$ cat config.mk
export PLATFORM = sky130hd
export DESIGN_NAME = lvds_ddr_serializer
export DESIGN_NICKNAME = d
export VERILOG_FILES = /design/src/rtl/lvds_ser_pkg.sv /design/src/rtl/lvds_phase_seq.sv /design/src/rtl/lvds_pair_stage.sv /design/src/rtl/lvds_slot_pick.sv /design/src/rtl/lvds_ddr_serializer.sv
export SDC_FILE = /design/constraint.sdc
export NUM_CORES = 1
export LEC_CHECK = 0
export BUFFER_PORTS_ARGS = -buffer_cell sky130_fd_sc_hd__clkbuf_2
export CELL_PAD_IN_SITES_DETAIL_PLACEMENT = 0
export CELL_PAD_IN_SITES_GLOBAL_PLACEMENT = 1
export CORE_MARGIN = 10
export CORE_UTILIZATION = 39
export CTS_CLUSTER_SIZE = 40
export DETAILED_ROUTE_END_ITERATION = 10
export GPL_TIMING_DRIVEN = 1
export PLACE_DENSITY = 0.82
export RECOVER_POWER = 100
export SLEW_MARGIN = 30
export SYNTH_ARGS = -nofsm -noshare
export SYNTH_HDL_FRONTEND = slang
export SYNTH_SLANG_ARGS = --single-unit
$ cat constraint.sdc
create_clock -name clk_fast -period 2.08 [get_ports clk_fast]
set_input_delay 0.104 -clock clk_fast [delete_from_list [all_inputs] [get_ports clk_fast]]
set_output_delay 0.104 -clock clk_fast [all_outputs]
set_load 0.05 [all_outputs]
$ cat src/rtl/lvds_ser_pkg.sv
// Shared helpers for the double-edge 7:1 serializer.
// Assumes an odd number of bits per pixel, so two pixels fill BITS fast cycles.
package lvds_ser_pkg;

    // Slot (phase) in which the second pixel of a pair must already be staged
    // minus one: the cycle that requests it.
    function automatic int unsigned second_load_slot(input int unsigned bits);
        return (bits / 2) - 1;
    endfunction

    // Position, in a 2*BITS-bit MSB-first pair vector, of the rise bit for a slot.
    function automatic int unsigned rise_pos(input int unsigned bits, input int unsigned slot);
        return 2 * bits - 1 - 2 * slot;
    endfunction

endpackage

$ cat src/rtl/lvds_phase_seq.sv
// Phase sequencer: cycles a slot counter through 0..BITS-1 and raises the two
// load strobes of a pixel pair. Assumes BITS odd and >= 5. After reset the
// counter sits on the last slot, so the first cycle out of reset loads the
// first pixel, and emission starts one cycle later.
module lvds_phase_seq #(
    parameter int unsigned BITS = 7,
    localparam int unsigned PW = $clog2(BITS)
) (
    input  logic          clk,
    input  logic          rst_n,
    output logic [PW-1:0] phase,
    output logic          emit,
    output logic          load_first,
    output logic          load_second
);
    import lvds_ser_pkg::*;

    localparam logic [PW-1:0] LAST  = PW'(BITS - 1);
    localparam logic [PW-1:0] SLOT2 = PW'(second_load_slot(BITS));

    // Advance the slot counter and arm emission after the first load.
    always_ff @(posedge clk) begin
        if (!rst_n) begin
            phase <= LAST;
            emit  <= 1'b0;
        end else begin
            phase <= (phase == LAST) ? '0 : phase + 1'b1;
            emit  <= 1'b1;
        end
    end

    // Load strobes: first pixel at the last slot, second mid-pair.
    always_comb begin
        load_first  = rst_n && (phase == LAST);
        load_second = rst_n && emit && (phase == SLOT2);
    end
endmodule

$ cat src/rtl/lvds_pair_stage.sv
// Two-pixel staging buffer for one lane. Holds the first and second pixel
// words of a pair; each half is written only on its own load strobe.
// Assumes the strobes are never high together.
module lvds_pair_stage #(
    parameter int unsigned BITS = 7
) (
    input  logic              clk,
    input  logic              rst_n,
    input  logic              load_first,
    input  logic              load_second,
    input  logic [BITS-1:0]   word_in,
    output logic [2*BITS-1:0] pair
);
    logic [BITS-1:0] first_q;
    logic [BITS-1:0] second_q;

    // Capture each half of the pair on its strobe; clear on reset.
    always_ff @(posedge clk) begin
        if (!rst_n) begin
            first_q  <= '0;
            second_q <= '0;
        end else begin
            if (load_first)  first_q  <= word_in;
            if (load_second) second_q <= word_in;
        end
    end

    // Present the pair MSB-first: first pixel bit 6 is the earliest bit.
    always_comb pair = {first_q, second_q};
endmodule

$ cat src/rtl/lvds_slot_pick.sv
// Picks the rise/fall bit pair for the current slot from a 2*BITS-bit
// MSB-first pair vector and registers it. Outputs are 0 in reset and until
// emission is armed.
module lvds_slot_pick #(
    parameter int unsigned BITS = 7,
    localparam int unsigned PW = $clog2(BITS),
    localparam int unsigned IW = PW + 1
) (
    input  logic              clk,
    input  logic              rst_n,
    input  logic              emit,
    input  logic [PW-1:0]     phase,
    input  logic [2*BITS-1:0] pair,
    output logic              bit_rise,
    output logic              bit_fall
);
    import lvds_ser_pkg::*;

    localparam logic [IW-1:0] TOP = IW'(rise_pos(BITS, 0));

    logic [IW-1:0] r_idx;
    logic [IW-1:0] f_idx;

    // Index of the two bits belonging to this slot.
    always_comb begin
        r_idx = TOP - {phase, 1'b0};
        f_idx = r_idx - 1'b1;
    end

    // Register the selected pair for the output cells.
    always_ff @(posedge clk) begin
        if (!rst_n) begin
            bit_rise <= 1'b0;
            bit_fall <= 1'b0;
        end else if (emit) begin
            bit_rise <= pair[r_idx];
            bit_fall <= pair[f_idx];
        end
    end
endmodule

$ cat src/rtl/lvds_ddr_serializer.sv
// Double-edge 7:1 serializer top. Stages two pixels per lane, then emits
// them as rise/fall bit pairs over BITS fast cycles, plus a forwarded clock
// lane with a fixed pattern. Assumes the fast clock is 3.5x the pixel rate
// and that upstream presents a word whenever load_req is high.
module lvds_ddr_serializer #(
    parameter int unsigned BITS        = 7,
    parameter int unsigned N_DATA      = 3,
    parameter logic [BITS-1:0] CLK_PAT = 7'b1100011,
    localparam int unsigned N_LANES    = N_DATA + 1,
    localparam int unsigned AUX_W      = BITS - 3
) (
    input  logic                   clk_fast,
    input  logic                   rst_n,
    input  logic [N_DATA*BITS-1:0] pix_data,
    input  logic                   ctl_de,
    input  logic                   ctl_vsync,
    input  logic                   ctl_hsync,
    input  logic [AUX_W-1:0]       ctl_aux,
    output logic                   load_req,
    output logic [N_LANES-1:0]     lane_rise,
    output logic [N_LANES-1:0]     lane_fall,
    output logic                   pclk_rise,
    output logic                   pclk_fall
);
    localparam int unsigned PW = $clog2(BITS);

    logic [PW-1:0]   phase;
    logic            emit;
    logic            load_first;
    logic            load_second;
    logic [BITS-1:0] lane_word [N_LANES];

    lvds_phase_seq #(.BITS(BITS)) u_seq (
        .clk         (clk_fast),
        .rst_n       (rst_n),
        .phase       (phase),
        .emit        (emit),
        .load_first  (load_first),
        .load_second (load_second)
    );

    // One request per consumed pixel word.
    always_comb load_req = load_first | load_second;

    // Map data lanes and pack the control lane fields.
    always_comb begin
        for (int i = 0; i < N_DATA; i++) begin
            lane_word[i] = pix_data[i*BITS +: BITS];
        end
        lane_word[N_DATA] = {ctl_de, ctl_vsync, ctl_hsync, ctl_aux};
    end

    for (genvar g = 0; g < N_LANES; g++) begin : g_lane
        logic [2*BITS-1:0] pair;

        lvds_pair_stage #(.BITS(BITS)) u_stage (
            .clk         (clk_fast),
            .rst_n       (rst_n),
            .load_first  (load_first),
            .load_second (load_second),
            .word_in     (lane_word[g]),
            .pair        (pair)
        );

        lvds_slot_pick #(.BITS(BITS)) u_pick (
            .clk      (clk_fast),
            .rst_n    (rst_n),
            .emit     (emit),
            .phase    (phase),
            .pair     (pair),
            .bit_rise (lane_rise[g]),
            .bit_fall (lane_fall[g])
        );
    end

    lvds_slot_pick #(.BITS(BITS)) u_clk_pick (
        .clk      (clk_fast),
        .rst_n    (rst_n),
        .emit     (emit),
        .phase    (phase),
        .pair     ({CLK_PAT, CLK_PAT}),
        .bit_rise (pclk_rise),
        .bit_fall (pclk_fall)
    );
endmodule

==> metrics.md <==
| Metric | Value |
|---|---|
| Status | `completed` |
| Ys Warns | `0` |
| FF+latch count, synth | `70` |
| Num Clock Sinks | `70` |
| Setup WS pre-CTS | `256.2 ps` |
| Pleak | `1.458 nW` |
| Die height | `107.2 um` |
| Share of the synthesized area in the top cell type | `47.24%` |
| Storage cell area | `1401 sq um` |
| Worst-path fanout max | `13` |
| Final setup vio count | `0` |
| Critical-path cell list | `inv_1, ha_1, and3_4, or2_2, clkbuf_2` |
| Synth top cells by count | `nand2_1 (82), dfxtp_1 (70), a21boi_0 (30), a22o_1 (28), mux2i_1 (16)` |
| Routability congestion estimate | `0.7871` |
| Final hold violation count | `0` |
| Post-Layout Cell Count | `486` |
| Worst Setup End Kind | `output port` |
| Initial antenna violation count | `0` |
| Final setup margin | `118.2 ps` |
| Port Buf Inserts | `40` |
| P_sw | `1.105 mW` |
| DIE WIDTH | `107.2 um` |
| Combinational share of power | `23.9%` |
| Worst Setup Start Kind | `register` |
| Detailed Place HPWL | `5.395 mm` |
| WL/cell | `15.88 um` |
| Vias | `2475` |
| Area Growth Syn to Fin | `24.84%` |
| Synth Cell Area | `2967 sq um` |
| Critical path's slowest cell | `dfxtp_1` |
| Number of global-route vias before repair | `2594` |
| Setup_tns | `0 ps` |
| Layout cells sized above 1 | `17.31%` |
| Slew Limit Fails | `0` |
| Clk root buf | `clkbuf_8` |
| EDFF count, synth | `0` |
| Kind of cell adding the most delay to the critical path | `simple AND/OR/NAND/NOR gates` |
| Initial Utilization | `40.47%` |
| Post-CTS Setup Bufs | `0` |
| Vias/cell | `5.093` |
| Ant. Diodes | `0` |
| WP data required | `1980 ps` |
| Starting DRT DRC Count | `122` |
| Clk_lat worst skew | `350 ps` |
| Routed wire length | `7.718 mm` |
| Total grt overflow | `0` |
| Int Power | `2.518 mW` |
| Tmin final | `1962 ps` |
| Worst path max stage delay | `380 ps` |
| RSZ-0062 raised after global routing | `no` |
| Residual DRC | `0` |
| Synth Flop Type | `dfxtp_1` |
| Post-DRT Antenna Nets | `0` |
| Worst Tran Pin Value | `1014 ps` |
| Max VDD drop | `553.5 uV` |
| CTS tree | `done` |
| GR Util All Layers | `14.13%` |
| HP Class | `input port to register` |
| Clock Skew | `9.420 ps` |
| DRT Pass-1 Iters | `4` |
| Post-Synthesis Cells | `318` |
| Fillers | `696` |
| Syn_nets | `352` |
| Final Net Count | `416` |
| IO Pins | `41` |
| Placed insts | `444` |
| Max cap viols | `0` |
| Switching Fraction | `30.49%` |
| Sequential share of the synthesized area | `47.24%` |
| Top-count cell post-synth | `nand2_1` |
| Crit Path Class | `register to output port` |
| Clock buffer depth | `2` |
| Largest net degree at the start of global routing | `28` |
| Yosys top cell by area | `dfxtp_1` |
| Max-slew headroom | `32.37%` |
| Seq pwr share | `42.8%` |
| Fin crit share | `94.32%` |
| WP buf/inv | `2` |
| Peak Freq | `509.7 MHz` |
| Synth top area cells | `dfxtp_1 (47%), nand2_1 (10%), a22o_1 (8.3%), a21boi_0 (7.6%), mux2i_1 (5.4%)` |
| CTS H-tree depth | `3` |
| First-pass GRT wire length | `13.07 mm` |
| Clock power share | `33.4%` |
| Area occupied by multi-input gates | `1389 sq um` |
| Ys async rst share | `0%` |
| CTS Buf Count | `9` |
| Clock transition at path regs | `70 ps` |
| Syn avg cell area | `9.329 sq um` |
| Die area | `11500 sq um` |
| Unique masters post-synth | `30` |
| Row count | `31` |
| Core area | `7331 sq um` |
| Cell Pwr Density | `978.1 nW/um^2` |
| Arr. time, crit path | `1860 ps` |
| Util after Layout | `50.52%` |
-- layer usage --
metal	track usage (%)	vias up	share of wire (%)
met5	0	-	0
met2	22.21	66	46
met3	2.874	19	4.9
met1	17.86	1159	47
met4	7.350	0	2.3
li1	-	1231	-
-- area by class of cell --
class	instances	area share, %
multi-input cells	214	37.50
clock inverters	4	1.892
repair buffers	85	15.30
inverters	2	0.2027
flip-flops and latches	70	37.84
well taps	99	3.345
clock buffers	12	3.919
-- per-stage QoR --
step	hold WS (ps)	total power [mW]	cell area [sq um]
2_1_floorplan	131.7	2.191	2969
3_3_place_gp	336.1	2.417	3266
3_5_place_dp	342.3	2.426	3266
4_1_cts	2.814	3.666	3742
5_1_grt	28.70	3.774	3704
6_report	20.98	3.622	3704
-- final timing paths --
check | to | startpoint | depth (start not counted) | slack (ps)
worst max-delay path | load_req | u_seq.phase[0]$_SDFF_PP0_ | 5 | 120
worst min-delay path | g_lane[0].u_stage.first_q[1]$_SDFFE_PN0P_ | pix_data[1] | 2 | 20
worst max register to register | g_lane[3].u_pick.bit_rise$_SDFFE_PN0P_ | u_seq.phase[0]$_SDFF_PP0_ | 7 | 180
worst min register to register | g_lane[1].u_stage.second_q[0]$_SDFFE_PN0P_ | g_lane[1].u_stage.second_q[0]$_SDFFE_PN0P_ | 2 | 460
-- power groups by stage --
stage	Sequential [mW]	Combinational [mW]	Clock (mW)
6_report	1.55	0.866	1.21
5_1_grt	1.56	0.948	1.26
4_1_cts	1.55	0.891	1.23
3_5_place_dp	1.58	0.848	0
3_3_place_gp	1.58	0.839	0
2_1_floorplan	1.56	0.631	0
-- timing repair --
action	in CTS	in global routing
pin swaps	0	0
hold endpoints to repair	43	0
gates resized for setup	1	1
endpoints found under the setup margin	1	1
hold buffers	26	0
-- layout by cell type, fill, tap and decap left out, types with 2 or more instances in the layout --
master and count:
clkbuf_1 15, nand2_1 82, nor2b_1 2, a22o_1 28, o31ai_1 6, mux2i_1 16
or2_2 2, ha_1 4, nand2b_1 3, and2_1 2, dfxtp_1 70, nand3b_1 2
a21oi_1 7, o21ai_0 10, clkinv_2 2, clkbuf_8 10, dlygate4sd3_1 26, clkbuf_2 35
a32o_1 7, inv_1 2, bufinv_16 2, nor2_1 3, a21boi_0 30, buf_4 11
-- worst register-to-register path: stages, from the launching register on --
cell      delay [ps]
dfxtp_1          340
ha_1             230
buf_4            160
xor2_4           170
clkbuf_2         220
nor2_2           330
a21oi_1          150
o31ai_2          220
-- registers in the layout (all words and copies together) (netlist names) --
register                 flops
g_lane.u_pick.bit_rise       4
u_clk_pick.bit_fall          1
g_lane.u_pick.bit_fall       4
u_seq.phase                  3
g_lane.u_stage.first_q      28
u_seq.emit                   1
g_lane.u_stage.second_q     28
u_clk_pick.bit_rise          1
-- cell families (layout without fill, tap and decap cells) --
| kind of cell | Yosys count | count (layout) | share of synthesized area, % |
|---|---|---|---|
| flops | 70 | 70 | 47.24 |
| compound gates | 92 | 92 | 23.83 |
| buf+inv | 34 | 103 | 6.200 |
| fa+ha+maj | 4 | 4 | 1.687 |
| xor+xnor | 2 | 2 | 1.223 |
| simple gates | 99 | 99 | 13.66 |
| mux | 17 | 17 | 6.158 |
No activity file was read; power rests on OpenSTA's default activity.
